==> src/rtl/tuner_prog_if.sv <==
module tuner_prog_if #(
  parameter logic [6:0] BASE_ADDR   = 7'h60,
  parameter int         COMP_CYCLES = 2500
) (
  input  logic        clk,
  input  logic        rst_n,
  input  logic        scl,
  input  logic        sda,
  input  logic [1:0]  addr_sel,
  output logic        sda_oe,
  output logic [7:0]  ctrl_a,
  output logic [7:0]  band,
  output logic [7:0]  ctrl_b,
  output logic [14:0] div_value,
  output logic        div_valid
);

  localparam int CW     = $clog2(COMP_CYCLES + 1);
  localparam int NREG   = 5;
  localparam logic [2:0] P_DH = 3'd0, P_DL = 3'd1, P_CA = 3'd2, P_BD = 3'd3, P_CB = 3'd4;

  typedef enum logic [1:0] {S_IDLE, S_ADDR, S_DATA, S_SKIP} st_t;

  logic [2:0] scl_q, sda_q;
  wire scl_s = scl_q[1], scl_p = scl_q[2];
  wire sda_s = sda_q[1], sda_p = sda_q[2];
  wire scl_rise  = scl_s & ~scl_p;
  wire scl_fall  = ~scl_s & scl_p;
  wire start_det = scl_s & scl_p & sda_p & ~sda_s;
  wire stop_det  = scl_s & scl_p & ~sda_p & sda_s;

  st_t        st;
  logic [3:0] bitcnt;
  logic [6:0] shreg;
  logic       ack_en, first;
  logic [2:0] ptr;
  logic [6:0] dh_stage;
  logic [7:0] dl_stage;
  logic       got_dh, got_dl;
  logic       busy;
  logic [CW-1:0] cnt;

  wire [6:0] my_addr = {BASE_ADDR[6:2], addr_sel};
  wire [7:0] byte_in = {shreg, sda_s};
  wire       byte_end = scl_rise && bitcnt == 4'd7;
  wire [2:0] wr_idx  = first ? (byte_in[7] ? P_CA : P_DH) : ptr;
  wire       commit  = stop_det && st == S_DATA && got_dh && got_dl;

  always_ff @(posedge clk or negedge rst_n)
    if (!rst_n) begin
      scl_q <= 3'b111;
      sda_q <= 3'b111;
    end else begin
      scl_q <= {scl_q[1:0], scl};
      sda_q <= {sda_q[1:0], sda};
    end

  always_ff @(posedge clk or negedge rst_n)
    if (!rst_n) begin
      st       <= S_IDLE;
      bitcnt   <= '0;
      shreg    <= '0;
      ack_en   <= 1'b0;
      first    <= 1'b0;
      ptr      <= '0;
      dh_stage <= '0;
      dl_stage <= '0;
      got_dh   <= 1'b0;
      got_dl   <= 1'b0;
      sda_oe   <= 1'b0;
      ctrl_a   <= '0;
      band     <= '0;
      ctrl_b   <= '0;
    end else if (start_det) begin
      st     <= S_ADDR;
      bitcnt <= '0;
      ack_en <= 1'b0;
      sda_oe <= 1'b0;
      got_dh <= 1'b0;
      got_dl <= 1'b0;
    end else if (stop_det) begin
      st     <= S_IDLE;
      bitcnt <= '0;
      ack_en <= 1'b0;
      sda_oe <= 1'b0;
    end else if (st == S_ADDR || st == S_DATA) begin
      if (scl_rise) begin
        if (bitcnt < 4'd8) begin
          shreg  <= byte_in[6:0];
          bitcnt <= bitcnt + 4'd1;
        end else begin
          bitcnt <= 4'd9;
        end
      end
      if (byte_end && st == S_ADDR) begin
        if (byte_in[7:1] == my_addr && !byte_in[0]) begin
          ack_en <= 1'b1;
          first  <= 1'b1;
          st     <= S_DATA;
        end else begin
          st <= S_SKIP;
        end
      end
      if (byte_end && st == S_DATA) begin
        ack_en <= 1'b1;
        first  <= 1'b0;
        if (wr_idx != 3'(NREG)) ptr <= wr_idx + 3'd1;
        case (wr_idx)
          P_DH: begin dh_stage <= byte_in[6:0]; got_dh <= 1'b1; end
          P_DL: begin dl_stage <= byte_in;      got_dl <= 1'b1; end
          P_CA: ctrl_a <= byte_in;
          P_BD: band   <= byte_in;
          P_CB: ctrl_b <= byte_in;
          default: ;
        endcase
      end
      if (scl_fall && bitcnt == 4'd8 && ack_en) sda_oe <= 1'b1;
      if (scl_fall && bitcnt == 4'd9) begin
        sda_oe <= 1'b0;
        ack_en <= 1'b0;
        bitcnt <= '0;
      end
    end

  always_ff @(posedge clk or negedge rst_n)
    if (!rst_n) begin
      div_value <= '0;
      div_valid <= 1'b0;
      busy      <= 1'b0;
      cnt       <= '0;
    end else if (commit) begin
      div_value <= {dh_stage, dl_stage};
      div_valid <= 1'b0;
      busy      <= 1'b1;
      cnt       <= '0;
    end else if (busy && start_det) begin
      busy <= 1'b0;
    end else if (busy) begin
      if (cnt == CW'(COMP_CYCLES - 1)) begin
        busy      <= 1'b0;
        div_valid <= 1'b1;
      end else begin
        cnt <= cnt + 1'b1;
      end
    end

endmodule

==> config.mk <==
export PLATFORM = sky130hd
export DESIGN_NAME = tuner_prog_if
export DESIGN_NICKNAME = d
export VERILOG_FILES = /design/src/rtl/tuner_prog_if.sv
export SDC_FILE = /design/constraint.sdc
export NUM_CORES = 1
export LEC_CHECK = 0
export CORE_MARGIN = 1.5
export CORE_UTILIZATION = 25
export DETAILED_ROUTE_END_ITERATION = 16
export GPL_ROUTABILITY_DRIVEN = 0
export PLACE_DENSITY = 0.45
export SYNTH_ARGS = -nofsm -noshare
export SYNTH_HDL_FRONTEND = slang
export SYNTH_SLANG_ARGS = --single-unit
==> constraint.sdc <==
create_clock -name clk -period 2.6 [get_ports clk]
set_clock_uncertainty 0.1 [all_clocks]
set_input_delay 0.26 -clock clk [delete_from_list [all_inputs] [get_ports clk]]
set_output_delay 0.26 -clock clk [all_outputs]
set_load 0.05 [all_outputs]
# Word level (Yosys, flattened, before mapping)

Index checks and enable logic that the tools add are counted.
W data, S select, Z words.

Input port bits: 6
Flip-flop bits (word level): 95
Output and inout port bits: 41
Logic and storage cells: 144

Equal/unequal tests: 15
Reduce and logical (&&, ||, !) cells: 44
Bitwise operators: 13
Multiplexer cells: 48
Add/sub/neg operators: 3
Magnitude comparators: 1

Operator list:

| operator                | count |
|---|---|
| $mux W12                | 4 |
| $reduce_and A5 Y1       | 8 |
| $mux W1                 | 32 |
| $mux W4                 | 6 |
| $reduce_bool A2 Y1      | 8 |
| $add A12 B1 Y12 const B | 1 |
| $eq A12 B12 Y1 const B  | 1 |
| $logic_and A1 B1 Y1     | 11 |
| $mux W2                 | 5 |
| $reduce_bool A5 Y1      | 2 |
| $reduce_and A3 Y1       | 3 |
| $eq A4 B4 Y1 const B    | 2 |
| $reduce_and A4 Y1       | 2 |
| $reduce_bool A4 Y1      | 2 |
| $and A1 B1 Y1           | 7 |
| $eq A7 B7 Y1            | 1 |
| $eq A3 B2 Y1 const B    | 2 |
| $ne A2 B2 Y1 const B    | 3 |
| $not A1 Y1              | 6 |
| $reduce_and A2 Y1       | 3 |
| $reduce_bool A3 Y1      | 2 |
| $add A4 B1 Y4 const B   | 1 |
| $eq A4 B3 Y1 const B    | 1 |
| $lt A4 B4 Y1 const B    | 1 |
| other kinds (10)        | 10 |

# Logic depth before layout (Yosys ltp)

Gate-level depths: netlist (run 1).

Word-level depth: 10
Mapped depth: 8
Depth with buffers taken out: 6

# Worst setup path after synthesis (run 1)

OpenSTA, ideal clock, no wires.

Path kind: reg2reg
From: register st[0]
To: register ctrl_b[0]
Stages on the path, launching flop included: 8
Clock period less this slack: 2.205 ns
Required time: 2.375 ns
Path buffers: 1
Slack: 0.395 ns
Arrival time: 1.980 ns
Library setup time: 0.125 ns
Cells stage by stage: dfrtp_1 > inv_1 > ha_1 > buf_2 > nand2b_1 > or4_4 > nor2_8 > mux2_4

Cells in the longest elaborated chain, start to end: 3
Elaborated cells on any way between the ends: 5
Classes of those cells: eq/ne (2); reduce/logical (3)

RTL lines:

| what                                                      | line    | source |
|---|---|---|
| start: declaration                                        | 32      | `st_t st;` |
| start signal: assignment                                  | 60      | `st <= S_IDLE;` |
| start signal: assignment                                  | 75      | `st <= S_ADDR;` |
| start signal: assignment                                  | 82      | `st <= S_IDLE;` |
| $eq A2 B1 Y1 or $eq A2 B2 Y1 (tied branches)              | 86, 104 |  |
| $logic_or A1 B1 Y1 or $logic_and A1 B1 Y1 (tied branches) | 86, 104 |  |
| $reduce_and A5 Y1 (no line) *                             | -       |  |
| end signal: assignment                                    | 113     | `P_CB: ctrl_b <= byte_in;` |
| end: declaration                                          | 13      | `output logic [7:0] ctrl_b,` |

Mark *: on every way between the ends. The rest lies on a longest branch, timed or not.
A chain may end at the register's enable or synchronous reset.

# Final worst setup path (run 1)

From: register st[0]
To: register ctrl_b[7]

The elaborated chain is that of the path after synthesis.

==> flow_results.org, run 1 <==
** Clock tree
- TritonCTS built the clock tree.
- The H-tree was split into 3 levels.
- The clock net in this run drives a total of 95 sinks.
- Number of buffers added for setup after CTS :: 0
- Clock Tree Root :: sky130_fd_sc_hd__clkbuf_16
- Total clock buffers created by CTS :: 9
- Skew-Pair Late Insertion Delay :: 0.35 ns
- Max Buffers Root-to-Sink :: 2
- Clock-pin slew of the registers on the worst-case setup and hold paths :: 0.06 ns

** Setup path
- At the worst endpoint, the arrival time is 2.49 ns.
- For this run, the slowest stage of the critical path takes 0.49 ns.
- Critical Path Slowest Stage Cell :: sky130_fd_sc_hd__or4_4
- The cell family contributing the most delay on the critical path is simple AND/OR/NAND/NOR gates.
- The worst setup path is of the reg2reg kind.
- Endpoint kind of the worst setup timing path :: flop
- Measured in cells, the most critical reg-to-reg path has a length of 6.
- Worst Setup Start Kind :: flop
- WP data required :: 2.73 ns
- Together, buffers and inverters on the worst path number 1.
- Cell Chain, Critical Path :: inv_1, ha_1, nand2b_1, or4_4, nor2_8, mux2_4
- The critical path crosses 6 cells after its start point.
- Maximum fanout encountered on the critical timing path :: 10

** Global routing
- Congestion Overflow GR :: 0
- Vias in the first global route :: 2972
- Entering global routing, the biggest net connects 34 pins.
- Number of antenna violations at the first check in global routing :: 0
- Total GRT Usage :: 11.2%
- The first global-routing pass estimated 15.6 mm of wire.

** Timing
- Peak Freq :: 423 MHz
- At the pin with the least slew margin, the transition time is 0.733 ns.
- Count of final max-slew check failures :: 0
- The routed design could run at a clock period as short as 2.37 ns.
- Final setup violation count :: 0
- The worst path uses 91.0% of the clock period.
- RSZ-0062 raised after global routing :: false
- The count of endpoints failing hold in the final timing report is 0.
- Post-route setup TNS :: 0 ns
- Headroom to the max-slew limit came out at 51.1%.

** Floorplanning
- The floorplan step defined a core boundary enclosing 16600 um2.
- Chip Width :: 134 um
- The floorplan step defined a die boundary enclosing 17900 um2.
- Die H :: 134 um
- Effective utilization at floorplan :: 25.7%
- I/O Pins :: 47
- The initialized floorplan defines 47 standard-cell rows.

** Final layout
- In the final design database the tool counted 420 nets.
- Commonest non-fill, non-tap cells in the layout :: sky130_fd_sc_hd__dfrtp_1, sky130_fd_sc_hd__nand2_1, sky130_fd_sc_hd__clkdlybuf4s50_1
- The library cell used most frequently in the layout, excluding fill and tap cells, is sky130_fd_sc_hd__dfrtp_1.
- Of the cells placed in the final design, the portion with a size suffix greater than 1 is 23.0%.
- 0 antenna diodes ended up in the layout.
- Area delta synth->final :: 24.8%

** Routing
- Detailed Routing Iterations Pass 1 :: 4
- For this block, the via count after detailed routing is 2732.
- In this run the remaining antenna-violating nets after routing total 0.
- Wires add up to 9.08 mm.
- Post-route DRC :: 0
- Drt initial violations :: 125
- Routed wirelength normalized by instance count :: 14.5 um
- Via density per instance :: 4.35

** Yosys
- The largest total area in the synthesized netlist belongs to sky130_fd_sc_hd__dfrtp_1.
- Syn Std Cell Area :: 4280 um2
- By area the synthesized netlist is led by sky130_fd_sc_hd__dfrtp_1, sky130_fd_sc_hd__mux2_2, sky130_fd_sc_hd__nand2_1, sky130_fd_sc_hd__dfstp_2, sky130_fd_sc_hd__ha_1.
- During synthesis, Yosys emitted a total of 0 warnings.
- Sequential area share after synthesis :: 55.7%
- Synthesized netlist cell count :: 348
- In this run the biggest area consumer among cell types represents 52.0% of the synthesized area.
- Number of synthesized register bits :: 95
- The number of nets in the synthesized netlist is 365.
- Yosys mapped a number of flops with a built-in enable equal to 0.
- Leading register cell type out of synthesis :: sky130_fd_sc_hd__dfrtp_1
- In this run the mean area of a mapped cell was 12.3 um2.
- For this run, asynchronously set or reset flops after synthesis account for 100%.
- The synthesized netlist contains 54 unique library cells.

** Run status
- The run finished with clean final reports.

** Placed design
- DP HPWL :: 6.46 mm
- # port buffers :: 46

** Pwr
- In this run the static leakage power is 2.49 nW.
- Power per Cell Area :: 663 nW/um2
- Summing internal, switching and leakage power gives 3.54 mW.
- IR analysis of the VDD net gives a maximum drop of 0.307 mV.

** Worst hold path
- The min-delay analysis places its worst path in the category in2reg.
- Number of instances on the worst hold path :: 1

** Flow run
- Count of maximum capacitance violations :: 0
## flip-flops by register name, indices dropped and copies added (netlist names), 4 cells and up
name	flops
dl_stage	8
ctrl_b	8
cnt	12
band	8
shreg	7
bitcnt	4
div_value	15
ctrl_a	8
dh_stage	7
## stage by stage
stage	worst slack, ns	cell area [um2]	hold WS (ns)	utilization, %	cells
after floorplan	0.395	4280	-0.136	-	348
after detailed placement	0.233	5030	0.143	30.2	611
after global placement	0.287	5030	0.144	30.2	611
after global routing	0.154	5340	0.211	32.1	628
final	0.235	5340	0.226	32.1	628
after CTS	0.226	5340	0.211	32.1	628
## Yosys cell counts, types with 4 or more instances
cell type and instances:
sky130_fd_sc_hd__dfrtp_1 89, sky130_fd_sc_hd__clkbuf_1 4, sky130_fd_sc_hd__dfstp_2 6, sky130_fd_sc_hd__ha_1 11, sky130_fd_sc_hd__nand3_1 7, sky130_fd_sc_hd__or4_1 5, sky130_fd_sc_hd__nor2_1 13, sky130_fd_sc_hd__nand2_1 58
sky130_fd_sc_hd__mux2_2 39, sky130_fd_sc_hd__o21ai_0 9, sky130_fd_sc_hd__buf_2 4, sky130_fd_sc_hd__xor2_1 6, sky130_fd_sc_hd__a21oi_1 10, sky130_fd_sc_hd__mux2_4 8, sky130_fd_sc_hd__nand4_1 4, sky130_fd_sc_hd__nand2b_1 5
sky130_fd_sc_hd__inv_1 10
## kinds of logic (layout without fill, tap and decap cells)
| logic type | count (synthesis) | count (layout) | synth area share, % |
|---|---|---|---|
| adders and majority gates | 11 | 11 | 3.22 |
| muxes | 49 | 49 | 13.5 |
| and+or+nand+nor | 129 | 129 | 18.5 |
| DFF | 95 | 95 | 55.7 |
| buffers and inverters | 22 | 82 | 2.40 |
| xor gates and xnor gates | 6 | 6 | 1.23 |
| AOI/OAI and AO/OA | 36 | 36 | 5.38 |
## metal layers
layer	part of all wire, %	wire, um	vias to the layer above	GRT usage [%]
li1	-	-	1328	-
met1	48	4390	1361	14.7
met2	47	4260	35	17.6
met3	3.4	311	8	3.48
met4	1.3	116	0	3.44
met5	0	0	-	0
## path summary, 6_finish.rpt
kind,from,end,slack [ns]
worst max-delay path,st[0]$_DFFE_PN0P_,ctrl_b[7]$_DFFE_PN0P_,0.23
worst min-delay path,sda,sda_q[0]$_DFF_PN1_,0.23
worst max register to register,st[0]$_DFFE_PN0P_,ctrl_b[7]$_DFFE_PN0P_,0.23
worst min register to register,sda_q[0]$_DFF_PN1_,sda_q[1]$_DFF_PN1_,0.25
max in group asynchronous,rst_n,scl_q[2]$_DFF_PN1_,1.43
min in group asynchronous,rst_n,dl_stage[4]$_DFFE_PN0P_,0.31
## cell type report
| type | instances | area [um2] |
|---|---|---|
| clock inverter | 2 | 38.8 |
| multi-input combinational | 231 | 1790 |
| inverter | 10 | 37.5 |
| fill | 1669 | 11300 |
| sequential | 95 | 2380 |
| tap | 220 | 275 |
| timing repair buffer | 56 | 548 |
| clock buffer | 14 | 264 |
## power breakdown
part / switching (mW) / internal, mW
sequential: 0.214 / 1.58
clock: 0.541 / 0.801
combinational: 0.205 / 0.199
total: 0.959 / 2.59
## what timing repair did
action | in CTS | in global routing
hold buffers | 1 | 0
setup endpoints to repair | 0 | 0
gates resized for setup | 0 | 0
hold endpoints to repair | 30 | 0
Note: power is estimated with default switching activity, not from simulation.
==> run 2: changes to the inputs <==
==> constraint.sdc (replaced) <==
create_clock -name clk -period 2.8 [get_ports clk]
set_clock_uncertainty 0.1 [all_clocks]
set_input_delay 0.28 -clock clk [delete_from_list [all_inputs] [get_ports clk]]
set_output_delay 0.28 -clock clk [all_outputs]
set_load 0.05 [all_outputs]
==> run 2 against run 1 <==
Sequential cell count is the same. Worst hold slack gained 0.012 ns. Count of clock-buffer cells in the layout decreased by 2. Worst setup slack better by 0.21 ns. Sequential power fell by 7%. Critical path type unchanged. Critical endpoint is now dh_stage[5]$_DFFE_PN0P_. Largest cell class unchanged. Largest power group unchanged. Highest routed layer unchanged.
==> flow_results.org, run 2 (synthesis results as in run 1) <==
** Global routing
- Vias in the first global route :: 2981
- Global routing used 11.6% of the available tracks.
- Entering global routing, the biggest net connects 56 pins.
- Global-route wire length before repair :: 16.1 mm
- The number of antenna violations at the first check in global routing came to 0.
- The total overflow left after global routing is 0.

** Final layout
- The repair_antennas step left the layout with diodes totalling 0.
- Max FFs per register :: 15
- Biggest registers after layout :: div_value (15), cnt (12)
- Cells fill 31.7% of the core in the end.
- Net count reported at finish :: 417
- Sequential Area :: 2380 um2
- Summing all multi-input logic gate instances after layout gives 1790 um2.
- More flip-flops sit in one register than any other, and that register is div_value.
- Relative to the synthesized area, the layout overhead comes to 23.4%.
- Commonest non-fill, non-tap cells in the layout :: sky130_fd_sc_hd__dfrtp_1, sky130_fd_sc_hd__nand2_1, sky130_fd_sc_hd__clkdlybuf4s50_1
- Layout cell share with drive strength beyond 1 :: 22.5%
- The library cell used most frequently in the layout, excluding fill and tap cells, is sky130_fd_sc_hd__dfrtp_1.
- Final cell area excluding filler cells :: 5280 um2
- Fillcell total :: 1672

** Pwr
- Worst supply voltage drop on vdd :: 0.300 mV
- Of the total power, registers draw 52.7%.
- Power spread over the standard cell area amounts to 604 nW/um2.
- Per report_power, the clock group accounts for 35.6% of the total.
- Internal power comes to 2.27 mW.
- Pleak :: 2.46 nW
- NetSw :: 916 uW
- Combinational cells account for 11.7% of the total power.
- In this run switching power makes up 28.7% of total power.

** Timing
- The max-slew violation total from the final report was 0.
- Setup repair after global routing left no endpoint under its margin.
- Post-route setup TNS :: 0 ns
- Relative slew slack :: 47.2%
- Peak Freq :: 424 MHz
- Post-route worst hold slack :: 0.237 ns
- The count of endpoints failing hold in the final timing report came to 0.
- Counting I/O delays and the setup requirement, the final critical path takes 2.36 ns.
- Ratio of final minimum period to clock period :: 84.3%
- Transition time at the pin with the least slew margin :: 0.792 ns
- Setup slack on the critical path of the routed design comes to 0.441 ns.
- Final setup violation count :: 0

** Routing
- Post-route DRC :: 0
- The first TritonRoute pass finished after 4 iterations.
- Drt initial violations :: 121
- In the final routing, the length of wire on met1 measures 4.54 mm.
- Top metal layer carrying routed signals :: met4
- For this block, the routed nets add up to 9.35 mm of wire.
- Detailed-routed wire length on met2 :: 4.30 mm
- Vias after detailed routing :: 2736
- Dividing the detail-routed wire length by the instance count gives 15.0 um.
- Amount of wire on met3 after detailed routing :: 399 um
- Using the TritonRoute via totals, the vias-per-cell ratio works out to 4.38.
- Remaining antenna violation count after routing :: 0

** Setup path
- Critical setup path kind :: reg2reg
- Worst Setup Start Kind :: flop
- Stages on the worst setup path :: 6
- At the worst endpoint, the required time is 2.93 ns.
- The kind of cell with the highest combined delay along the critical path is simple AND/OR/NAND/NOR gates.
- In this run the worst setup path terminates at dh_stage[5]$_DFFE_PN0P_.
- Maximum fanout encountered on the critical timing path :: 10
- Flop2flop setup slack :: 0.44 ns
- The largest individual stage delay along the critical path comes from the cell sky130_fd_sc_hd__or4_4.
- The critical path goes through inv_1, ha_1, nand2b_1, or4_4, nor2_8, mux2_2.
- Buffer and inverter count on the worst path :: 1
- Reg-to-reg startpoint :: st[0]$_DFFE_PN0P_
- On the worst path, the slowest cell contributes a delay of 0.49 ns.
- At the worst endpoint, the arrival time is 2.49 ns.
- Tracing the worst setup path back leads to its startpoint at st[0]$_DFFE_PN0P_.
- The number of cells on the worst reg-to-reg path is 6.
- Endpoint kind of the worst setup timing path :: flop
- In this run the critical register-to-register path is captured at dh_stage[5]$_DFFE_PN0P_.

** Worst hold path
- Hold Path Class :: in2reg

** Clock tree
- After clock tree synthesis, the clock-pin slew on the worst setup and hold paths is 0.07 ns.
- Max Buffers Root-to-Sink :: 2
- The clock net in this run drives a total of 95 sinks.
- TritonCTS built the clock tree.
- The clock reaches the later pin of the worst-skew pair after 0.35 ns.
- Post-CTS repair changed the size of 0 cells.
- Clock tree synthesis inserted a total of 9 buffers.
- H-tree depth reported by CTS :: 3
- The cell sitting at the root of the clock tree is a sky130_fd_sc_hd__clkbuf_16.

** Floorplanning
- The total area inside the core boundary comes to 16600 um2.
- The initialized floorplan defines 47 standard-cell rows.
- Chip Width :: 134 um
- Floorplan die area :: 17900 um2
- Effective utilization at floorplan :: 25.7%
- The floorplan step set the die height to 134 um.
- 47 I/O pins were placed.

** Placed design
- Post-place instance area :: 5010 um2
- Worst slack, placed :: 0.458 ns
- DP HPWL :: 6.33 mm
- Input and output buffers added on the ports amount to 46.

** Run status
- The flow ran to the end, and the final reports show no timing, DRC or antenna violations.

** Flow run
- Count of maximum capacitance violations :: 0
[run 2: cell count changes in the layout (fill, tap and decap cells not counted), sizes merged]
cell,delta
bufinv,-1
clkinvlp,+2
buf,-3
clkbuf,-2
[run 2: layout make-up]
type	instances	area share (%)
Tap cell	220	5.21
Sequential cell	95	45.1
Timing Repair Buffer	53	9.95
Clock buffer	12	4.67
Inverter	10	0.711
Clock inverter	3	0.379
Multi-Input combinational cell	231	33.9
[run 2: what timing repair did]
item | 4_1_cts | 5_1_grt
setup endpoints to repair | 0 | 0
endpoints found under the hold margin | 40 | 0
buffers inserted | 0 | 0
hold buffers | 1 | 0
[run 2: how the worst min path moves through the flow]
stage | slack [ns] | startpoint | to | cells after the start
after detailed placement | 0.21 | rst_n | div_value[13]$_DFFE_PN0N_ | 1
after global placement | 0.21 | rst_n | div_value[12]$_DFFE_PN0N_ | 1
after CTS | 0.22 | sda | sda_q[0]$_DFF_PN1_ | 1
final | 0.24 | sda | sda_q[0]$_DFF_PN1_ | 1
after floorplan | -0.12 | rst_n | ack_en$_DFFE_PN0P_ | 0
after global routing | 0.25 | scl | scl_q[0]$_DFF_PN1_ | 1
[run 2: power groups by stage]
stage	Clock, mW	Sequential, mW	Combinational (mW)
final	1.14	1.68	0.374
after CTS	1.18	1.68	0.380
after detailed placement	0	1.71	0.377
after global routing	1.24	1.71	0.428
after floorplan	0	1.60	0.306
after global placement	0	1.71	0.372
[run 2: stage by stage]
step	total power [mW]	instances
6_report	3.19	624
3_5_place_dp	2.09	608
2_1_floorplan	1.90	348
5_1_grt	3.38	624
4_1_cts	3.24	624
3_3_place_gp	2.08	608
[run 2: routing by layer]
layer  GRT usage [%]  up-vias
li1                -     1320
met1            15.7     1372
met2            18.1       38
met3            3.40        6
met4            3.26        0
met5               0        -
